$ cat src/rtl/tmr_irq_pkg.sv
package tmr_irq_pkg;
  // Default geometry of the control/status word
  localparam int unsigned TMR_CH_DEF = 5;
  localparam int unsigned TMR_DW_DEF = 32;

  // Per-channel next-state classification, used for readability in the channel cell
  typedef enum logic [1:0] {
    LINE_HOLD  = 2'd0,
    LINE_RAISE = 2'd1,
    LINE_DROP  = 2'd2
  } line_act_e;
endpackage

$ cat src/rtl/tmr_irq_chan.sv
module tmr_irq_chan
  import tmr_irq_pkg::*;
(
  input  logic clk,
  input  logic rst_n,
  input  logic expiry_i,
  input  logic wr_i,
  input  logic en_wd_i,
  input  logic clr_wd_i,
  output logic en_o,
  output logic pend_o,
  output logic irq_o
);

  logic en_q, pend_q, irq_q;

  // Named internal events, visible to the assertions
  logic      ev_raise;
  logic      ev_clear_req;
  logic      ev_pend_fall;
  line_act_e line_act;

  function automatic logic pend_next(input logic cur, input logic clr, input logic exp);
    return (cur & ~clr) | exp;
  endfunction

  function automatic line_act_e line_decide(input logic raise, input logic fall);
    if (raise)     return LINE_RAISE;
    else if (fall) return LINE_DROP;
    else           return LINE_HOLD;
  endfunction

  assign ev_clear_req = wr_i & clr_wd_i;
  assign ev_raise     = expiry_i & en_q;
  assign ev_pend_fall = pend_q & ev_clear_req & ~expiry_i;
  assign line_act     = line_decide(ev_raise, ev_pend_fall);

  always_ff @(posedge clk or negedge rst_n) begin
    if (!rst_n) begin
      en_q   <= 1'b0;
      pend_q <= 1'b0;
      irq_q  <= 1'b0;
    end else begin
      if (wr_i) en_q <= en_wd_i;
      pend_q <= pend_next(pend_q, ev_clear_req, expiry_i);
      case (line_act)
        LINE_RAISE: irq_q <= 1'b1;
        LINE_DROP:  irq_q <= 1'b0;
        default:    irq_q <= irq_q;
      endcase
    end
  end

  assign en_o   = en_q;
  assign pend_o = pend_q;
  assign irq_o  = irq_q;

  assert_exp_sets_pend_R3: assert property (@(posedge clk) disable iff (!rst_n)
    expiry_i |=> pend_o);
  assert_irq_rise_R4: assert property (@(posedge clk) disable iff (!rst_n)
    (expiry_i && en_o) |=> irq_o);
  assert_no_spurious_rise_R5: assert property (@(posedge clk) disable iff (!rst_n)
    (!irq_o && !(expiry_i && en_o)) |=> !irq_o);
  assert_clear_pend_R6: assert property (@(posedge clk) disable iff (!rst_n)
    (wr_i && clr_wd_i && !expiry_i) |=> !pend_o);
  assert_keep_pend_R6: assert property (@(posedge clk) disable iff (!rst_n)
    (pend_o && !(wr_i && clr_wd_i)) |=> pend_o);
  assert_irq_drop_R7: assert property (@(posedge clk) disable iff (!rst_n)
    (pend_o && wr_i && clr_wd_i && !expiry_i) |=> !irq_o);
  assert_expiry_wins_R8: assert property (@(posedge clk) disable iff (!rst_n)
    (expiry_i && wr_i && clr_wd_i) |=> pend_o);
  assert_irq_hold_R10: assert property (@(posedge clk) disable iff (!rst_n)
    (irq_o && !(pend_o && wr_i && clr_wd_i && !expiry_i)) |=> irq_o);
  assert_en_load_R2: assert property (@(posedge clk) disable iff (!rst_n)
    wr_i |=> (en_o == $past(en_wd_i)));

endmodule

$ cat src/rtl/tmr_irq_regmap.sv
module tmr_irq_regmap #(
  parameter int unsigned NUM_CH = 5,
  parameter int unsigned DATA_W = 32
) (
  input  logic [DATA_W-1:0] wr_data_i,
  input  logic [NUM_CH-1:0] en_i,
  input  logic [NUM_CH-1:0] pend_i,
  output logic [NUM_CH-1:0] en_wd_o,
  output logic [NUM_CH-1:0] clr_wd_o,
  output logic [DATA_W-1:0] rd_data_o
);

  localparam int unsigned PEND_LSB = NUM_CH;
  localparam int unsigned USED_W   = 2 * NUM_CH;

  function automatic logic [NUM_CH-1:0] field_en(input logic [DATA_W-1:0] w);
    return w[NUM_CH-1:0];
  endfunction

  function automatic logic [NUM_CH-1:0] field_pend(input logic [DATA_W-1:0] w);
    return w[PEND_LSB +: NUM_CH];
  endfunction

  function automatic logic [DATA_W-1:0] pack_word(input logic [NUM_CH-1:0] en,
                                                 input logic [NUM_CH-1:0] pend);
    logic [DATA_W-1:0] w;
    w = '0;
    w[NUM_CH-1:0]           = en;
    w[PEND_LSB +: NUM_CH]   = pend;
    return w;
  endfunction

  assign en_wd_o   = field_en(wr_data_i);
  assign clr_wd_o  = field_pend(wr_data_i);
  assign rd_data_o = pack_word(en_i, pend_i);

  // unused upper field must read zero whatever was written
  generate
    if (USED_W < DATA_W) begin : g_upper_chk
      always_comb begin
        assert_upper_zero_R9: assert (rd_data_o[DATA_W-1:USED_W] == '0);
      end
    end
  endgenerate

endmodule

$ cat src/rtl/tmr_irq_ctrl.sv
module tmr_irq_ctrl
  import tmr_irq_pkg::*;
#(
  parameter int unsigned NUM_CH = TMR_CH_DEF,
  parameter int unsigned DATA_W = TMR_DW_DEF
) (
  input  logic              clk,
  input  logic              rst_n,
  input  logic              wr_en_i,
  input  logic [DATA_W-1:0] wr_data_i,
  output logic [DATA_W-1:0] rd_data_o,
  input  logic [NUM_CH-1:0] expiry_i,
  output logic [NUM_CH-1:0] irq_o
);

  logic [NUM_CH-1:0] en_wd, clr_wd, en_q, pend_q;

  tmr_irq_regmap #(.NUM_CH(NUM_CH), .DATA_W(DATA_W)) u_regmap (
    .wr_data_i (wr_data_i),
    .en_i      (en_q),
    .pend_i    (pend_q),
    .en_wd_o   (en_wd),
    .clr_wd_o  (clr_wd),
    .rd_data_o (rd_data_o)
  );

  generate
    for (genvar c = 0; c < NUM_CH; c++) begin : g_ch
      tmr_irq_chan u_chan (
        .clk      (clk),
        .rst_n    (rst_n),
        .expiry_i (expiry_i[c]),
        .wr_i     (wr_en_i),
        .en_wd_i  (en_wd[c]),
        .clr_wd_i (clr_wd[c]),
        .en_o     (en_q[c]),
        .pend_o   (pend_q[c]),
        .irq_o    (irq_o[c])
      );
    end
  endgenerate

  assert_stable_no_event_R9: assert property (@(posedge clk) disable iff (!rst_n)
    (!wr_en_i && expiry_i == '0) |=> $stable(rd_data_o));
  assert_irq_implies_seen_R5: assert property (@(posedge clk) disable iff (!rst_n)
    ($rose(irq_o[0])) |-> $past(expiry_i[0]));

endmodule

$ cat config.mk
export PLATFORM = sky130hd
export DESIGN_NAME = tmr_irq_ctrl
export DESIGN_NICKNAME = d
export VERILOG_FILES = /design/src/rtl/tmr_irq_pkg.sv /design/src/rtl/tmr_irq_chan.sv /design/src/rtl/tmr_irq_regmap.sv /design/src/rtl/tmr_irq_ctrl.sv
export SDC_FILE = /design/constraint.sdc
export NUM_CORES = 1
export LEC_CHECK = 0
export ABC_AREA = 1
export BUFFER_PORTS_ARGS = -buffer_cell sky130_fd_sc_hd__buf_2
export CAP_MARGIN = 20
export CORE_MARGIN = 8
export CORE_UTILIZATION = 35
export DETAILED_ROUTE_END_ITERATION = 8
export PLACE_DENSITY = 0.87
export SLEW_MARGIN = 20
export SYNTH_ARGS = -nofsm -noshare
export SYNTH_HDL_FRONTEND = slang
export SYNTH_SLANG_ARGS = --single-unit
$ cat constraint.sdc
create_clock -name clk -period 1.55 [get_ports clk]
set_input_delay 0.0775 -clock clk [delete_from_list [all_inputs] [get_ports clk]]
set_output_delay 0.0775 -clock clk [all_outputs]
set_load 0.01 [all_outputs]
==> flow_summary.json <==
{
  "first_global_vias": 682,
  "grt_first_pass_wirelength_um": 2950,
  "diodes": 0,
  "drc": 0,
  "wirelength_um": 1730,
  "io_pins": 77,
  "antenna_found_initial": 0,
  "synth.distinct_cells": 9,
  "synthTopCellsByArea": "dfrtp_1 (42%), buf_4 (31%), nand2_1 (11%)",
  "drt_iter0_drc": 24,
  "max_stage_delay_ns": 0.41,
  "syn-cell-area_um2": 887,
  "design.die.area_mm2": 0.00440,
  "syn2layout_area_growth_pct": 7.19,
  "root_buffer": "clkbuf_4",
  "vias": 629,
  "critPathRequiredTime_ns": 1.47,
  "post-route-min-period_ns": 0.910,
  "yosysTopAreaCell": "dfrtp_1",
  "finalSetupViolCount": 0,
  "yosysWarningCount": 0,
  "startpoint_type": "flip-flop",
  "core_area_mm2": 0.00243,
  "finalClockSkew_ns": 0.00576,
  "cts.sinks": 15,
  "start_util": 0.365,
  "postSynthAreaPerCell_um2": 8.14,
  "place_area_um2": 875,
  "hp-class": "input port to flip-flop",
  "cp_num_buf_inv": 1,
  "core.rowCount": 18,
  "netlist_top_cells_count": "buf_4 (37), nand2_1 (25), dfrtp_1 (15)",
  "path_cells": "buf_2",
  "grt_usage": 0.0840,
  "first_pass_iters": 4,
  "grt_overflow": 0,
  "antenna_left": 0,
  "fin_ws_ns": 0.640,
  "synth_cells": 109,
  "path_class": "flip-flop to primary output",
  "post-route-util": 0.391,
  "power_density_mw_per_mm2": 908,
  "p_leak_uw": 0.000544,
  "setup-tns-final_ns": 0,
  "cts_setup_buffers": 0,
  "synth_top_area_share": 0.423,
  "hold_viol": 0,
  "synth_edf_count": 0,
  "clkLatencyLatePin_ns": 0.27,
  "ys_ff_latch": 15,
  "ir_drop_uv": 402,
  "htreeDepth": 1,
  "maxCapViolCount": 0,
  "ys_seq_area_frac": 0.423,
  "hpwlAfterDp_um": 1400,
  "rsz0062_at_grt": "no",
  "routabilityCongestion": 0.733,
  "cts_resized": 0,
  "drive_above_1_share": 0.263,
  "wire_per_inst_um": 10.6,
  "ys_async_sr_fraction": 1.00,
  "status": "finished clean",
  "clockBufferDepth": 2,
  "io_buffers": 32,
  "fin_crit_sh": 0.587,
  "ctsHoldBuffers": 4,
  "dp.cells": 154,
  "fmax_mhz": 1100,
  "synth.most_common_cell": "buf_4",
  "fin_area_um2": 951,
  "critPathTopFamily": "flip-flops",
  "critPathSlowestCell": "dfrtp_1",
  "arrival_ns": 0.83,
  "final_max_slew_viol_count": 0,
  "die_h_um": 66.3,
  "cp-end-kind": "primary output",
  "vias_per_cell": 3.86,
  "cts_tree": "yes",
  "nets": 174,
  "synthFlopType": "dfrtp_1",
  "numCtsBuffers": 3,
  "cp_max_fo": 3,
  "final_cells": 163,
  "place_ws_ns": 0.808,
  "grt_max_degree": 16,
  "die_x_um": 66.3,
  "clkTransAtPathRegs_ns": 0.09
}
cell type report:
cell class	instances	area, um^2
clock buffer	4	26.3
fill	270	1480
inverter	10	37.5
multi-input combinational	67	264
sequential	15	375
tap	30	37.5
timing repair buffer	37	210
state kept, by name, indices dropped and copies added (netlist names):
signal              flops
g_ch.u_chan.en_o        5
g_ch.u_chan.irq_o       5
g_ch.u_chan.pend_o      5
worst paths after layout:
kind | slack [ns] | endpoint | startpoint | cells after the start
max in group asynchronous | 1.07 | g_ch[2].u_chan.irq_o | rst_n | 2
worst max register to register | 0.85 | g_ch[2].u_chan.irq_o | g_ch[2].u_chan.en_o | 2
min in group asynchronous | 0.23 | g_ch[3].u_chan.en_o | rst_n | 2
worst min-delay path | 0.02 | g_ch[1].u_chan.en_o | wr_data_i[1] | 3
worst min register to register | 0.51 | g_ch[0].u_chan.pend_o | g_ch[0].u_chan.pend_o | 2
worst max-delay path | 0.64 | rd_data_o[3] | g_ch[3].u_chan.en_o | 1
cell usage in the layout (no fill, tap or decap), drive strengths merged:
cell and count:
clkbuf 4, nand2 25, conb 22, nor2 10
dlygate4sd3 5, o21ai 5, inv 10, dfrtp 15
buf 32, a21oi 5
where the power goes:
group / internal (uW) / total [uW] / switching [uW]
logic: 76.3 / 191 / 115
registers: 434 / 460 / 26.2
clock network: 99.6 / 212 / 113
routing by layer:
layer	vias up	global-route usage	routed length [um]
li1	315	-	-
met1	285	0.0843	663
met2	27	0.150	904
met3	2	0.0203	130
met4	0	0.0560	27
met5	-	0	0
cell families after synthesis:
| group | count (synthesis) | synth area share |
|---|---|---|
| buffers and inverters | 48 | 0.368 |
| AND/OR/NAND/NOR | 35 | 0.148 |
| flip-flops | 15 | 0.423 |
| AO/OA/AOI/OAI | 10 | 0.0564 |
| other | 1 | 0.00423 |
metrics by stage:
| stage | hold slack [ns] | power, uW |
|---|---|---|
| CTS | 0.00144 | 883 |
| detailed placement | 0.000149 | 651 |
| global route | 0.0102 | 942 |
| floorplan | -0.218 | 664 |
| finish | 0.0165 | 863 |
| global placement | -0.00190 | 646 |
No activity file was read; power rests on OpenSTA's default activity.
